## config.mk

```make
export PLATFORM = sky130hd
export DESIGN_NAME = sram_async_ctrl
export DESIGN_NICKNAME = d
export VERILOG_FILES = /design/src/rtl/sram_ctrl_pkg.sv /design/src/rtl/sram_span_timer.sv /design/src/rtl/sram_turn_guard.sv /design/src/rtl/sram_async_ctrl.sv
export SDC_FILE = /design/constraint.sdc
export NUM_CORES = 1
export LEC_CHECK = 0
export BUFFER_PORTS_ARGS = -buffer_cell sky130_fd_sc_hd__buf_4
export CAP_MARGIN = 0
export CORE_MARGIN = 3
export CORE_UTILIZATION = 55
export DETAILED_ROUTE_END_ITERATION = 12
export HOLD_SLACK_MARGIN = 0.03
export PLACE_DENSITY = 0.89
export SLEW_MARGIN = 20
export SYNTH_ARGS = -nofsm -noshare
export SYNTH_HDL_FRONTEND = slang
export SYNTH_SLANG_ARGS = --single-unit
```

## constraint.sdc

```tcl
create_clock -name clk -period 2.95 [get_ports clk]
set_input_delay 0.1475 -clock clk [delete_from_list [all_inputs] [get_ports clk]]
set_output_delay 0.1475 -clock clk [all_outputs]
set_load 0.005 [all_outputs]
```

## src/rtl/sram_ctrl_pkg.sv

```systemverilog
package sram_ctrl_pkg;

    typedef enum logic [2:0] {
        ST_IDLE,
        ST_RD,
        ST_WR_SETUP,
        ST_WR_PULSE,
        ST_WR_REC
    } ctrl_st_e;

    // Round a nanosecond limit up to whole clock cycles.
    function automatic int ns_to_cyc(input int ns, input int clk_ns);
        return (ns + clk_ns - 1) / clk_ns;
    endfunction

    function automatic int imax(input int a, input int b);
        return (a > b) ? a : b;
    endfunction

endpackage

```

## src/rtl/sram_span_timer.sv

```systemverilog
module sram_span_timer #(
    parameter int CNT_W = 3
) (
    input  logic             clk,
    input  logic             rst_n,
    input  logic             load,
    input  logic [CNT_W-1:0] load_val,
    output logic             last
);

    logic [CNT_W-1:0] cnt_d, cnt_q;

    // Loaded with a phase length on entry; 'last' marks the phase's final cycle.
    always_comb begin
        cnt_d = cnt_q;
        if (load) begin
            cnt_d = load_val;
        end else if (cnt_q != '0) begin
            cnt_d = cnt_q - 1'b1;
        end
    end

    always_ff @(posedge clk or negedge rst_n) begin
        if (!rst_n) cnt_q <= '0;
        else        cnt_q <= cnt_d;
    end

    assign last = (cnt_q == CNT_W'(1));

endmodule

```

## src/rtl/sram_turn_guard.sv

```systemverilog
module sram_turn_guard #(
    parameter int TURN_CYC = 2
) (
    input  logic clk,
    input  logic rst_n,
    input  logic g_n,
    output logic bus_free
);

    localparam int CW = $clog2(TURN_CYC + 1);

    logic [CW-1:0] cnt_d, cnt_q;

    // cnt_q = number of earlier cycles output enable has been high (saturating).
    always_comb begin
        if (!g_n)                          cnt_d = '0;
        else if (cnt_q == CW'(TURN_CYC))   cnt_d = cnt_q;
        else                               cnt_d = cnt_q + 1'b1;
    end

    always_ff @(posedge clk or negedge rst_n) begin
        if (!rst_n) cnt_q <= CW'(TURN_CYC);
        else        cnt_q <= cnt_d;
    end

    // The current cycle counts too: the drivers turn on at the end of it.
    assign bus_free = g_n && (int'(cnt_q) >= TURN_CYC - 1);

    AST_FREE_NEEDS_G_HIGH: assert property (@(posedge clk) disable iff (!rst_n)
        bus_free |-> $past(g_n) || (TURN_CYC <= 1));

endmodule

```

## src/rtl/sram_async_ctrl.sv

```systemverilog
module sram_async_ctrl
    import sram_ctrl_pkg::*;
#(
    parameter int ADDR_W    = 15,
    parameter int DATA_W    = 8,
    parameter int CLK_NS    = 10,
    parameter int T_RC_NS   = 35,
    parameter int T_OE_NS   = 15,
    parameter int T_WP_NS   = 20,
    parameter int T_DS_NS   = 15,
    parameter int T_AW_NS   = 25,
    parameter int T_WC_NS   = 35,
    parameter int T_TURN_NS = 15
) (
    input  logic              clk,
    input  logic              rst_n,
    input  logic              req_valid,
    output logic              req_ready,
    input  logic              req_write,
    input  logic [ADDR_W-1:0] req_addr,
    input  logic [DATA_W-1:0] req_wdata,
    output logic              rsp_valid,
    output logic [DATA_W-1:0] rsp_rdata,
    output logic [ADDR_W-1:0] mem_addr,
    output logic              mem_e_n,
    output logic              mem_w_n,
    output logic              mem_g_n,
    output logic [DATA_W-1:0] mem_dout,
    output logic              mem_dout_en,
    input  logic [DATA_W-1:0] mem_din
);

    localparam int RD_CYC   = imax(1, imax(ns_to_cyc(T_RC_NS, CLK_NS), ns_to_cyc(T_OE_NS, CLK_NS)));
    localparam int WP_CYC   = imax(1, imax(imax(ns_to_cyc(T_WP_NS, CLK_NS), ns_to_cyc(T_DS_NS, CLK_NS)),
                                           ns_to_cyc(T_AW_NS, CLK_NS) - 1));
    localparam int REC_CYC  = imax(1, ns_to_cyc(T_WC_NS, CLK_NS) - 1 - WP_CYC);
    localparam int TURN_CYC = imax(1, ns_to_cyc(T_TURN_NS, CLK_NS));
    localparam int MAX_CYC  = imax(RD_CYC, imax(WP_CYC, REC_CYC));
    localparam int TMR_W    = $clog2(MAX_CYC + 1);

    typedef struct packed {
        ctrl_st_e          st;
        logic              e_n;
        logic              w_n;
        logic              g_n;
        logic              dout_en;
        logic              rsp_valid;
        logic [ADDR_W-1:0] addr;
        logic [DATA_W-1:0] wdata;
        logic [DATA_W-1:0] rdata;
    } regs_t;

    localparam regs_t RST_VAL = '{st: ST_IDLE, e_n: 1'b1, w_n: 1'b1, g_n: 1'b1,
                                  dout_en: 1'b0, rsp_valid: 1'b0,
                                  addr: '0, wdata: '0, rdata: '0};

    regs_t            r_d, r_q;
    logic             tmr_load;
    logic [TMR_W-1:0] tmr_val;
    logic             tmr_last;
    logic             bus_free;

    sram_span_timer #(.CNT_W(TMR_W)) u_span (
        .clk      (clk),
        .rst_n    (rst_n),
        .load     (tmr_load),
        .load_val (tmr_val),
        .last     (tmr_last)
    );

    sram_turn_guard #(.TURN_CYC(TURN_CYC)) u_turn (
        .clk      (clk),
        .rst_n    (rst_n),
        .g_n      (r_q.g_n),
        .bus_free (bus_free)
    );

    always_comb begin
        r_d           = r_q;
        r_d.rsp_valid = 1'b0;
        tmr_load      = 1'b0;
        tmr_val       = '0;
        unique case (r_q.st)
            ST_IDLE: begin
                if (req_valid) begin
                    r_d.addr  = req_addr;
                    r_d.wdata = req_wdata;
                    r_d.e_n   = 1'b0;
                    if (req_write) begin
                        r_d.st = ST_WR_SETUP;
                    end else begin
                        r_d.st   = ST_RD;
                        r_d.g_n  = 1'b0;
                        tmr_load = 1'b1;
                        tmr_val  = TMR_W'(RD_CYC);
                    end
                end
            end
            ST_RD: begin
                if (tmr_last) begin
                    r_d.rdata     = mem_din;
                    r_d.rsp_valid = 1'b1;
                    r_d.e_n       = 1'b1;
                    r_d.g_n       = 1'b1;
                    r_d.st        = ST_IDLE;
                end
            end
            ST_WR_SETUP: begin
                if (bus_free) begin
                    r_d.w_n     = 1'b0;
                    r_d.dout_en = 1'b1;
                    r_d.st      = ST_WR_PULSE;
                    tmr_load    = 1'b1;
                    tmr_val     = TMR_W'(WP_CYC);
                end
            end
            ST_WR_PULSE: begin
                if (tmr_last) begin
                    r_d.w_n     = 1'b1;
                    r_d.dout_en = 1'b0;
                    r_d.st      = ST_WR_REC;
                    tmr_load    = 1'b1;
                    tmr_val     = TMR_W'(REC_CYC);
                end
            end
            ST_WR_REC: begin
                if (tmr_last) begin
                    r_d.e_n = 1'b1;
                    r_d.st  = ST_IDLE;
                end
            end
            default: r_d = RST_VAL;
        endcase
    end

    always_ff @(posedge clk or negedge rst_n) begin
        if (!rst_n) r_q <= RST_VAL;
        else        r_q <= r_d;
    end

    assign req_ready   = (r_q.st == ST_IDLE);
    assign rsp_valid   = r_q.rsp_valid;
    assign rsp_rdata   = r_q.rdata;
    assign mem_addr    = r_q.addr;
    assign mem_e_n     = r_q.e_n;
    assign mem_w_n     = r_q.w_n;
    assign mem_g_n     = r_q.g_n;
    assign mem_dout    = r_q.wdata;
    assign mem_dout_en = r_q.dout_en;

    AST_G_HIGH_IN_WRITE: assert property (@(posedge clk) disable iff (!rst_n)
        !mem_w_n |-> mem_g_n);
    AST_W_NEEDS_SELECT: assert property (@(posedge clk) disable iff (!rst_n)
        !mem_w_n |-> !mem_e_n);
    AST_DRIVE_TRACKS_W: assert property (@(posedge clk) disable iff (!rst_n)
        mem_dout_en == !mem_w_n);
    AST_TURNAROUND_GAP: assert property (@(posedge clk) disable iff (!rst_n)
        $rose(mem_dout_en) |-> mem_g_n && $past(mem_g_n));
    AST_ADDR_HELD: assert property (@(posedge clk) disable iff (!rst_n)
        (!mem_e_n && $past(!mem_e_n)) |-> $stable(mem_addr));
    AST_DATA_HELD: assert property (@(posedge clk) disable iff (!rst_n)
        (mem_dout_en && $past(mem_dout_en)) |-> $stable(mem_dout));
    AST_BUSY_NOT_READY: assert property (@(posedge clk) disable iff (!rst_n)
        !mem_e_n |-> !req_ready);
    AST_RSP_ONE_CYCLE: assert property (@(posedge clk) disable iff (!rst_n)
        rsp_valid |=> !rsp_valid);

endmodule

```

==> impl_metrics.yaml <==
finish:
  fillers: 277
  num_antenna_cells: 0
  multiInputGateArea_um2: 777
  seqCellArea_um2: 1110
  fin_util_pct: 71.6
  fin_nets: 320
  area_growth_syn_to_layout_pct: 19.4
  layout-drive-gt1-share_pct: 33.1
sta:
  slew_headroom_pct: 63.6
  worst_pin_slew_ns: 0.546
  fin_crit_ns: 1.76
  tns_ns: 0
  fmax_mhz: 569
  setup_viol: 0
  timing.hold.ws_ns: 0.102
  final-max-slew-violation-count: 0
  min_period_over_period_pct: 59.6
  rsz0062_at_grt: "false"
  hold_violations: 0
  finClkSkew_ns: 0.00287
power_and_ir_drop:
  p_int_w: 0.00169
  leakage_nw: 1.31
  power.switching_w: 0.000928
  seq_power_share_pct: 40.4
  ir_drop_mv: 0.559
  p_clk_share_pct: 16.9
  p_comb_share_pct: 42.7
  p_sw_share_pct: 35.5
  p_per_area_nw_per_um2: 948
global_routing:
  grt_busiest_layer: "met2"
  met3_usage_pct: 5.54
  met2_usage_pct: 31.3
  grtUsageMet1_pct: 26.0
  grt_remaining_overflow: 0
  grt_max_degree: 45
  grt_pass1_wl_mm: 7.97
  grt_use_total_pct: 19.7
  antenna_found_initial: 0
  grt_pass1_vias: 1742
worst_hold_path:
  min_path_cells: 3
  min_path_type: "primary input to flip-flop"
drt:
  ant_nets: 0
  drt-initial-drc-count: 120
  drtPass1Iterations: 4
  via_per_inst: 5.29
  vias: 1739
  wl_per_cell_um: 14.1
  drc_errors: 0
  postRouteWirelength_mm: 4.63
synthesis:
  ys_seq_elements: 44
  synthesis.nets: 281
  avgSynthCellArea_um2: 9.59
  synth_area_um2: 2310
  synth_ff_type: "dfrtp_1"
  syn_inst: 241
  ys_seq_area_share_pct: 47.9
  ys_types: 38
  yosysWarnings: 0
  synth_edf_count: 0
  async_flop_share_pct: 100
worst_setup_path:
  crit_required_ns: 3.16
  path_delay_family: "simple AND/OR/NAND/NOR gates"
  crit_arrival_ns: 1.97
  crit_slowest_cell: "or3b_4"
  end_kind: "flip-flop"
  crit_fanout: 8
  worst_setup_path_start_kind: "flip-flop"
  critPathMaxStageDelay_ns: 0.41
  cp_num_buf_inv: 1
  rr_worst_depth: 5
  path_cells: "inv_1 > ha_1 > or3b_4 > a21oi_4 > mux2i_1"
  path_class: "flip-flop to flip-flop"
  worst-path-stages: 5
clock_network:
  clk_latency_ns: 0.29
  numClockSinks: 44
  clk_pin_slew_worst_paths_ns: 0.08
  cts_tree: "yes"
  cts-buffers-inserted: 5
  cts_setup_buffers: 0
  h-tree-depth: 2
  cts_buffer_depth: 2
  cts_resized: 0
  cts_root_buf: "clkbuf_8"
floorplanning:
  fp.coreArea_um2: 3850
  die_h_um: 70.8
  pin_count: 72
  start_util_pct: 60.0
  die_w_um: 70.8
  die-area_um2: 5020
  rows: 22
placement:
  place_congestion: 0.871
  dpl.hpwl_mm: 3.40
  portBuffers: 71
status:
  status: "finished clean"
run:
  cap_viol_max_count: 0
worst paths after layout:
check | startpoint | end | slack (ns)
worst max-delay path | u_span.cnt_q[1]$_DFFE_PN0P_ | rsp_rdata[1]$_DFFE_PN0P_ | 1.19
worst min-delay path | req_addr[3] | mem_addr[3]$_DFFE_PN0P_ | 0.10
worst max register to register | u_span.cnt_q[1]$_DFFE_PN0P_ | rsp_rdata[1]$_DFFE_PN0P_ | 1.19
worst min register to register | rsp_rdata[3]$_DFFE_PN0P_ | rsp_rdata[3]$_DFFE_PN0P_ | 0.52
max in group asynchronous | rst_n | mem_w_n$_DFFE_PN1P_ | 2.20
min in group asynchronous | rst_n | mem_dout[6]$_DFFE_PN0P_ | 0.38
cell usage after synthesis (2+ instances only):
cell type	instances	area share, %
xnor2_1	2	0.76
dfstp_2	4	4.5
buf_4	32	10
clkbuf_1	8	1.3
inv_1	37	6.0
nor3_1	2	0.43
nand4_1	24	6.5
and2_1	2	0.54
o21ai_0	28	6.1
buf_2	3	0.65
ha_1	5	2.7
nor2_1	3	0.49
nand2b_1	2	0.54
o31ai_1	2	0.65
a21oi_1	4	0.87
o21a_1	2	0.65
dfrtp_1	40	43
nor2b_1	3	0.81
nand2_1	10	1.6
mux2i_1	10	4.3
logic make-up after synthesis:
family | Yosys count | synth area share [%]
flip-flops | 44 | 47.9
adder cells (fa/ha/maj) | 5 | 2.71
buffers and inverters | 81 | 18.5
multiplexers | 11 | 4.82
XOR/XNOR | 2 | 0.758
AND/OR/NAND/NOR | 55 | 14.0
AO/OA/AOI/OAI | 43 | 11.4
worst min-delay path, delay by kind of cell:
kind / cells / cell delay, ns
AO/OA/AOI/OAI: 1 / 0.07
buffers and inverters: 1 / 0.08
AND/OR/NAND/NOR: 1 / 0.07
final cells by class:
class	instances	share of cell area, %
Inverter	38	5.17
Clock inverter	2	1.27
Multi-Input combinational cell	116	28.2
Sequential cell	44	40.1
Tap cell	48	2.18
Timing Repair Buffer	75	20.5
Clock buffer	6	2.63
timing repair:
item	CTS	global route
hold buffers	1	0
endpoints found under the setup margin	0	0
hold endpoints to repair	40	0
stage by stage:
step | instance area [µm²] | setup slack, ns | cells | total power [W]
floorplan | 2310 | 1.35 | 241 | 0.00189
CTS | 2760 | 1.17 | 329 | 0.00264
detailed placement | 2640 | 1.20 | 320 | 0.00219
global route | 2760 | 0.995 | 329 | 0.00283
global placement | 2640 | 1.30 | 320 | 0.00214
finish | 2760 | 1.19 | 329 | 0.00262
sequential cells by signal, summed over array words and instances, names as in the netlist:
register,cells
mem_addr,15
mem_dout,8
rsp_rdata,8
r_q,3
u_span.cnt_q,3
u_turn.cnt_q,2
mem_dout_en,1
mem_e_n,1
mem_g_n,1
mem_w_n,1
rsp_valid,1
power by group through the flow:
stage               clock network (W)  registers [W]  logic [W]
global placement                    0        0.00105    0.00109
floorplan                           0       0.000984   0.000904
global route                 0.000473        0.00110    0.00126
finish                       0.000443        0.00106    0.00112
CTS                          0.000452        0.00105    0.00113
detailed placement                  0        0.00106    0.00112
cell usage in the layout (no fill, tap or decap), types with 2 or more instances in the layout:
cell / count
o21ai_0: 28
o31ai_1: 2
a21oi_1: 4
clkbuf_8: 5
inv_1: 37
nand4_1: 24
nor2_1: 3
nor3_1: 2
o21a_1: 2
dfrtp_1: 40
nand2b_1: 2
and2_1: 2
nand2_1: 10
dfstp_2: 4
buf_4: 74
xnor2_1: 2
mux2i_1: 10
ha_1: 5
nor2b_1: 3
metal layers:
metal	share of wire, %	wire [µm]
met1	43	1990
met2	48	2200
met3	7.9	367
met4	1.4	63
met5	0	0
(Power assumes the default switching activity.)
